<file path="src/rtl/pwa_pkg.sv">
`timescale 1ns/1ps
package pwa_pkg;

  // Phase index and phase count share this width: N is at most 7.
  localparam int unsigned PH_W     = 3;
  // Weight: signed, 15 fraction bits, one spare integer bit so +1.0 is exact.
  localparam int unsigned WGT_FRAC = 15;
  localparam int unsigned WGT_W    = WGT_FRAC + 2;
  // Guard bits so that seven full-scale products cannot overflow.
  localparam int unsigned GUARD_W  = 3;

  typedef enum logic [2:0] {
    ACT_NONE   = 3'd0,
    ACT_ADD    = 3'd1,
    ACT_FINISH = 3'd2,
    ACT_PASS   = 3'd3,
    ACT_DROP   = 3'd4
  } act_e;

  // round(32768 * cos(2*pi*k/n)); zero outside the legal range.
  function automatic logic signed [WGT_W-1:0] cos_weight(
    input logic [PH_W-1:0] n,
    input logic [PH_W-1:0] k
  );
    logic signed [WGT_W-1:0] w;
    case ({n, k})
      6'o10: w = 17'sd32768;
      6'o20: w = 17'sd32768;
      6'o21: w = -17'sd32768;
      6'o30: w = 17'sd32768;
      6'o31: w = -17'sd16384;
      6'o32: w = -17'sd16384;
      6'o40: w = 17'sd32768;
      6'o41: w = 17'sd0;
      6'o42: w = -17'sd32768;
      6'o43: w = 17'sd0;
      6'o50: w = 17'sd32768;
      6'o51: w = 17'sd10126;
      6'o52: w = -17'sd26510;
      6'o53: w = -17'sd26510;
      6'o54: w = 17'sd10126;
      6'o60: w = 17'sd32768;
      6'o61: w = 17'sd16384;
      6'o62: w = -17'sd16384;
      6'o63: w = -17'sd32768;
      6'o64: w = -17'sd16384;
      6'o65: w = 17'sd16384;
      6'o70: w = 17'sd32768;
      6'o71: w = 17'sd20431;
      6'o72: w = -17'sd7292;
      6'o73: w = -17'sd29523;
      6'o74: w = -17'sd29523;
      6'o75: w = -17'sd7292;
      6'o76: w = 17'sd20431;
      default: w = '0;
    endcase
    return w;
  endfunction

endpackage

</file>
<file path="src/rtl/pwa_rst_sync.sv">
`timescale 1ns/1ps
module pwa_rst_sync (
  input  logic clk,
  input  logic rst_n_in,
  output logic rst_n_out
);

  logic [1:0] sync_q;

  always_ff @(posedge clk or negedge rst_n_in) begin
    if (!rst_n_in) sync_q <= 2'b00;
    else           sync_q <= {sync_q[0], 1'b1};
  end

  assign rst_n_out = sync_q[1];

endmodule

</file>
<file path="src/rtl/pwa_weight_rom.sv">
`timescale 1ns/1ps
module pwa_weight_rom
  import pwa_pkg::*;
(
  input  logic [PH_W-1:0]         count,
  input  logic [PH_W-1:0]         phase,
  output logic signed [WGT_W-1:0] weight,
  output logic                    phase_ok,
  output logic                    phase_last
);

  always_comb begin
    weight     = cos_weight(count, phase);
    phase_ok   = (phase < count);
    phase_last = (count != '0) && (phase == count - PH_W'(1));
  end

endmodule

</file>
<file path="src/rtl/pwa_ctrl.sv">
`timescale 1ns/1ps
module pwa_ctrl
  import pwa_pkg::*;
#(
  parameter int unsigned STAGE_W = 2
) (
  input  logic               clk,
  input  logic               rst_n,
  input  logic               smp_valid,
  input  logic [STAGE_W-1:0] smp_stage,
  input  logic [PH_W-1:0]    count,
  input  logic               phase_ok,
  input  logic               phase_last,
  output act_e               act,
  output logic               res_valid,
  output logic [STAGE_W-1:0] res_stage,
  output logic               phase_err
);

  logic               valid_d;
  logic               err_d;
  logic               stage_en;
  logic [STAGE_W-1:0] stage_q;
  logic               valid_q;
  logic               err_q;

  // Next-state logic
  always_comb begin
    if (!smp_valid)          act = ACT_NONE;
    else if (count == '0)    act = ACT_PASS;
    else if (!phase_ok)      act = ACT_DROP;
    else if (phase_last)     act = ACT_FINISH;
    else                     act = ACT_ADD;

    valid_d  = (act == ACT_PASS) || (act == ACT_FINISH);
    stage_en = valid_d;
    err_d    = err_q || (act == ACT_DROP);
  end

  // Registers
  always_ff @(posedge clk or negedge rst_n) begin
    if (!rst_n) begin
      valid_q <= 1'b0;
      err_q   <= 1'b0;
    end else begin
      valid_q <= valid_d;
      err_q   <= err_d;
    end
  end

  always_ff @(posedge clk or negedge rst_n) begin
    if (!rst_n)        stage_q <= '0;
    else if (stage_en) stage_q <= smp_stage;
  end

  assign res_valid = valid_q;
  assign res_stage = stage_q;
  assign phase_err = err_q;


  finish_strobe_chk: assert property (@(posedge clk) disable iff (!rst_n)
    (smp_valid && count != '0 && phase_ok && phase_last)
    |=> (res_valid && res_stage == $past(smp_stage)));


  drop_silent_chk: assert property (@(posedge clk) disable iff (!rst_n)
    (smp_valid && count != '0 && !phase_ok) |=> (!res_valid && phase_err));


  err_sticky_chk: assert property (@(posedge clk) disable iff (!rst_n)
    phase_err |=> phase_err);


  idle_quiet_chk: assert property (@(posedge clk) disable iff (!rst_n)
    !smp_valid |=> !res_valid);


  pass_strobe_chk: assert property (@(posedge clk) disable iff (!rst_n)
    (smp_valid && count == '0) |=> (res_valid && res_stage == $past(smp_stage)));

endmodule

</file>
<file path="src/rtl/pwa_lane.sv">
`timescale 1ns/1ps
module pwa_lane
  import pwa_pkg::*;
#(
  parameter int unsigned SMP_W   = 16,
  parameter int unsigned STAGE_W = 2
) (
  input  logic                          clk,
  input  logic                          rst_n,
  input  act_e                          act,
  input  logic [STAGE_W-1:0]            stage,
  input  logic signed [SMP_W-1:0]       sample,
  input  logic signed [WGT_W-1:0]       weight,
  output logic signed [SMP_W+GUARD_W-1:0] result
);

  localparam int unsigned STAGES = 1 << STAGE_W;
  localparam int unsigned ACC_W  = SMP_W + WGT_W + GUARD_W;
  localparam int unsigned OUT_W  = SMP_W + GUARD_W;

  logic signed [ACC_W-1:0] sample_x;
  logic signed [ACC_W-1:0] weight_x;
  logic signed [ACC_W-1:0] prod;
  logic signed [ACC_W-1:0] sum;
  logic signed [ACC_W-1:0] acc_d;
  logic signed [ACC_W-1:0] acc_q [STAGES];
  logic [STAGES-1:0]       acc_en;
  logic signed [OUT_W-1:0] result_d;
  logic signed [OUT_W-1:0] result_q;
  logic                    result_en;
  logic                    summing;

  // Next-state logic
  always_comb begin
    sample_x  = {{(ACC_W-SMP_W){sample[SMP_W-1]}}, sample};
    weight_x  = {{(ACC_W-WGT_W){weight[WGT_W-1]}}, weight};
    prod      = sample_x * weight_x;
    sum       = acc_q[stage] + prod;
    summing   = (act == ACT_ADD) || (act == ACT_FINISH);
    acc_d     = (act == ACT_FINISH) ? '0 : sum;
    result_en = (act == ACT_FINISH) || (act == ACT_PASS);
    if (act == ACT_PASS) result_d = {{GUARD_W{sample[SMP_W-1]}}, sample};
    else                 result_d = sum[WGT_FRAC +: OUT_W];
  end

  // Per-stage accumulators, each with its own enable
  for (genvar g = 0; g < STAGES; g++) begin : g_stage
    assign acc_en[g] = summing && (stage == STAGE_W'(g));

    always_ff @(posedge clk or negedge rst_n) begin
      if (!rst_n)         acc_q[g] <= '0;
      else if (acc_en[g]) acc_q[g] <= acc_d;
    end


    clear_chk: assert property (@(posedge clk) disable iff (!rst_n)
      (act == ACT_FINISH && stage == STAGE_W'(g)) |=> (acc_q[g] == '0));


    acc_hold_chk: assert property (@(posedge clk) disable iff (!rst_n)
      !((act == ACT_ADD || act == ACT_FINISH) && stage == STAGE_W'(g))
      |=> $stable(acc_q[g]));
  end

  always_ff @(posedge clk or negedge rst_n) begin
    if (!rst_n)         result_q <= '0;
    else if (result_en) result_q <= result_d;
  end

  assign result = result_q;


  no_overflow_chk: assert property (@(posedge clk) disable iff (!rst_n)
    (summing && prod[ACC_W-1] == acc_q[stage][ACC_W-1])
    |-> (sum[ACC_W-1] == prod[ACC_W-1]));


  pass_value_chk: assert property (@(posedge clk) disable iff (!rst_n)
    (act == ACT_PASS) |=> (result[SMP_W-1:0] == $past(sample)));

endmodule

</file>
<file path="src/rtl/phase_weighted_accum.sv">
`timescale 1ns/1ps
module phase_weighted_accum
  import pwa_pkg::*;
#(
  parameter int unsigned SMP_W   = 16,
  parameter int unsigned STAGE_W = 2
) (
  input  logic                            clk,
  input  logic                            rst_n,
  input  logic                            smp_valid,
  input  logic signed [SMP_W-1:0]         smp_i,
  input  logic signed [SMP_W-1:0]         smp_q,
  input  logic [STAGE_W-1:0]              smp_stage,
  input  logic [PH_W-1:0]                 smp_phase,
  input  logic [PH_W-1:0]                 phase_count,
  output logic                            res_valid,
  output logic [STAGE_W-1:0]              res_stage,
  output logic signed [SMP_W+GUARD_W-1:0] res_i,
  output logic signed [SMP_W+GUARD_W-1:0] res_q,
  output logic                            phase_err
);

  localparam int unsigned LANES = 2;
  localparam int unsigned OUT_W = SMP_W + GUARD_W;

  logic                    rst_n_s;
  logic signed [WGT_W-1:0] weight;
  logic                    phase_ok;
  logic                    phase_last;
  act_e                    act;
  logic signed [SMP_W-1:0] lane_in  [LANES];
  logic signed [OUT_W-1:0] lane_out [LANES];

  pwa_rst_sync u_rst (
    .clk       (clk),
    .rst_n_in  (rst_n),
    .rst_n_out (rst_n_s)
  );

  pwa_weight_rom u_rom (
    .count      (phase_count),
    .phase      (smp_phase),
    .weight     (weight),
    .phase_ok   (phase_ok),
    .phase_last (phase_last)
  );

  pwa_ctrl #(.STAGE_W(STAGE_W)) u_ctrl (
    .clk        (clk),
    .rst_n      (rst_n_s),
    .smp_valid  (smp_valid),
    .smp_stage  (smp_stage),
    .count      (phase_count),
    .phase_ok   (phase_ok),
    .phase_last (phase_last),
    .act        (act),
    .res_valid  (res_valid),
    .res_stage  (res_stage),
    .phase_err  (phase_err)
  );

  assign lane_in[0] = smp_i;
  assign lane_in[1] = smp_q;

  for (genvar l = 0; l < LANES; l++) begin : g_lane
    pwa_lane #(.SMP_W(SMP_W), .STAGE_W(STAGE_W)) u_lane (
      .clk    (clk),
      .rst_n  (rst_n_s),
      .act    (act),
      .stage  (smp_stage),
      .sample (lane_in[l]),
      .weight (weight),
      .result (lane_out[l])
    );
  end

  assign res_i = lane_out[0];
  assign res_q = lane_out[1];

endmodule

</file>
<file path="config.mk">
export PLATFORM = sky130hd
export DESIGN_NAME = phase_weighted_accum
export DESIGN_NICKNAME = d
export VERILOG_FILES = /design/src/rtl/pwa_pkg.sv /design/src/rtl/pwa_rst_sync.sv /design/src/rtl/pwa_weight_rom.sv /design/src/rtl/pwa_ctrl.sv /design/src/rtl/pwa_lane.sv /design/src/rtl/phase_weighted_accum.sv
export SDC_FILE = /design/constraint.sdc
export NUM_CORES = 2
export LEC_CHECK = 0
export ABC_AREA = 1
export BUFFER_PORTS_ARGS = -buffer_cell sky130_fd_sc_hd__buf_2
export CORE_MARGIN = 2
export CORE_UTILIZATION = 60
export DETAILED_ROUTE_END_ITERATION = 10
export PLACE_DENSITY = 0.77
export SLEW_MARGIN = 10
export SYNTH_ARGS = -nofsm -noshare
export SYNTH_HDL_FRONTEND = slang
export SYNTH_HIERARCHICAL = 1
export SYNTH_SLANG_ARGS = --single-unit
</file>
<file path="constraint.sdc">
create_clock -name clk -period 17.56 [get_ports clk]
set_clock_uncertainty 0.15 [all_clocks]
set_input_delay 2.634 -clock clk [delete_from_list [all_inputs] [get_ports clk]]
set_output_delay 2.634 -clock clk [all_outputs]
set_load 0.01 [all_outputs]
</file>
==> flow_summary.json <==
{
  "critical_path_class": "primary input to flip-flop",
  "layout-drive-gt1-share": 0.0572,
  "maxSlewHeadroom": 0.137,
  "critical_path_required_ns": 17.91,
  "arrival_ns": 9.97,
  "hold_path.class": "flip-flop to asynchronous set/reset pin",
  "worstSetupStartpoint": "smp_phase[2]",
  "nNetsFinal": 5737,
  "core_area_um2": 64500,
  "ys_ff_latch": 316,
  "yosysSeqAreaShare": 0.202,
  "syn2layout_area_growth_pct": 5.46,
  "postRouteAntennaNets": 0,
  "dr.pass1.iters": 8,
  "totalWireLength_um": 105000,
  "yosysTopAreaCellShare": 0.321,
  "crit_family": "adder cells",
  "rsz0062_at_grt": "false",
  "grt_max_degree": 80,
  "vias": 31800,
  "grt_pass1_vias": 32500,
  "tns_ns": 0,
  "max_freq_mhz": 104,
  "holdWs_ns": 0.204,
  "die-area_um2": 67300,
  "cts_sinks": 316,
  "synthXorXnorAreaFrac": 0.00732,
  "critical_path.slowest_cell": "fa_1",
  "period_needed_ns": 9.62,
  "synthMuxAreaShare": 0,
  "die_w_um": 259,
  "synth-simple-area-share": 0.204,
  "grt_antenna_before_repair": 0,
  "yosysTopAreaCell": "fa_1",
  "dp_hpwl_um": 78600,
  "numPortBuffers": 84,
  "cts-root-buf": "clkbuf_16",
  "worstMarginPinSlew_ns": 1.29,
  "cts_setup_buffers": 0,
  "finalHoldViolCount": 0,
  "final_common_cell": "nand2_1",
  "critPathLaunchType": "primary input",
  "synth-adder-area-share": 0.391,
  "vias_per_cell": 5.54,
  "outcome": "finished, final reports clean",
  "cap_violations": 0,
  "ys_types": 52,
  "h-tree-depth": 2,
  "setup_violations": 0,
  "holdBufCountCts": 0,
  "syn-mean-instance-area_um2": 7.95,
  "num_rows": 93,
  "cts_tree": "done",
  "drc": 0,
  "cp_num_buf_inv": 9,
  "met3_usage": 0.0634,
  "gp_congestion": 0.974,
  "busiest_layer": "met2",
  "antenna_cells": 0,
  "max_stage_delay_ns": 0.74,
  "die_h_um": 259,
  "initial_core_util": 0.607,
  "drtIter0Drc": 3368,
  "synth_warnings": 6,
  "overflow": 0,
  "grt_use_met1": 0.474,
  "num_io_pins": 85,
  "critPathCaptureType": "flip-flop",
  "syn_nets": 5810,
  "synth_compound_area_frac": 0.0633,
  "synth_area_leaders": "fa_1 (32%), dfrtp_1 (20%), nand2_1 (14%)",
  "fin_crit_sh": 0.548,
  "syn_area_um2": 39100,
  "wl_per_cell_um": 18.3,
  "final_cell_mix": "nand2_1 (1466), inv_1 (1096), fa_1 (628), dfrtp_1 (315), nand3_1 (223)",
  "postCtsResizedCells": 0,
  "rr_startpoint": "g_lane[0].u_lane/acc_q[123]",
  "synth_top_family_by_area": "adder cells",
  "grt_usage": 0.326,
  "crit_top_cell": "nand2_1",
  "clk_latency_ns": 0.57,
  "clk_pin_slew_worst_paths_ns": 0.06,
  "final-max-slew-violation-count": 0,
  "syn_inst": 4921,
  "cts_made_buffers": 38,
  "crit_fanout": 32,
  "grt_pass1_wl_um": 173000,
  "use_met2": 0.505,
  "cts.path.max_buffers": 3
}
==> sequential cells by signal, summed over array words and instances, names as in the netlist <==
name,flops
g_lane.u_lane/acc_q,272
g_lane.u_lane/result,38
u_ctrl/phase_err,1
u_ctrl/res_stage,2
u_ctrl/res_valid,1
u_rst/sync_q,2
==> synth_stat cells (all sizes together) <==
master     n
dfrtp    316
nand3b     3
conb       1
inv     1119
ha       218
a21o       3
nor2     163
nor3b      1
o21ai    204
and2       1
xnor2      9
a221oi     2
a22oi    102
fa       628
nand2b     1
xor2      16
or2       13
clkinv     1
nand3    228
nand2   1489
nand4     41
o211ai     6
o221ai     1
o21bai    11
clkbuf   164
nor4       5
a211oi     1
a22o       2
nor3      14
buf       67
a21boi     2
o21a       5
a21oi     84
==> final cells by class <==
type	count	area [µm²]
inverters	1120	4200
repair buffers	118	676
fillers	5621	23200
flip-flops and latches	316	7910
multi-input cells	3254	26100
clock inverters	12	213
well taps	855	1070
clock buffers	57	1080
==> per-stage QoR <==
stage,instances,worst slack [ns],utilization,cell area [µm²]
3_3_place_gp,5663,7.55,0.620,40000
6_report,5732,7.94,0.640,41300
4_1_cts,5732,8.06,0.640,41300
5_1_grt,5732,7.49,0.640,41300
3_5_place_dp,5663,7.51,0.620,40000
2_1_floorplan,4921,7.95,-,39100
==> per-layer routing <==
| metal | share of wire | routed length [µm] |
|---|---|---|
| met3 | 0.095 | 10000 |
| met2 | 0.45 | 47800 |
| met1 | 0.43 | 44900 |
| met4 | 0.022 | 2330 |
| met5 | 0 | 0 |
==> final timing paths <==
kind                       cells past startpoint                    endpoint  slack [ns]
hold / removal                                 0   g_lane[0].u_lane/acc_q[3]        0.20
hold reg to reg                                0   g_lane[0].u_lane/acc_q[3]        0.20
setup / recovery                              31  g_lane[1].u_lane/acc_q[99]        7.94
min in group clk                               0             u_rst/sync_q[1]        0.21
setup reg to reg                              19  g_lane[0].u_lane/acc_q[19]       11.20
max in group asynchronous                      2  g_lane[0].u_lane/acc_q[33]       14.83
==> worst reg2reg max path, stage by stage (launching register included) <==
cell	delay, ns
dfrtp_1	0.38
a22o_1	0.24
a221oi_1	0.72
fa_1	0.55
inv_1	0.08
fa_1	0.44
fa_1	0.51
fa_1	0.55
inv_1	0.05
fa_1	0.47
inv_1	0.04
ha_1	0.39
nand2_1	0.10
inv_1	0.09
nand3_1	0.10
nor3_1	0.35
a21oi_1	0.15
xnor2_1	0.70
nand3_1	0.14
nand2_1	0.10
==> logic make-up (layout without fill, tap and decap cells) <==
logic type               count (synthesis)  count (layout)
AO/OA/AOI/OAI                          423             423
buffers and inverters                 1351            1307
adder cells (fa/ha/maj)                846             846
other                                    1               1
XOR/XNOR                                25              25
flip-flops                             316             316
AND/OR/NAND/NOR                       1959            1959
Power is not shown: default switching activity piles up to over one toggle a cycle in this logic, so the estimate is an artifact.
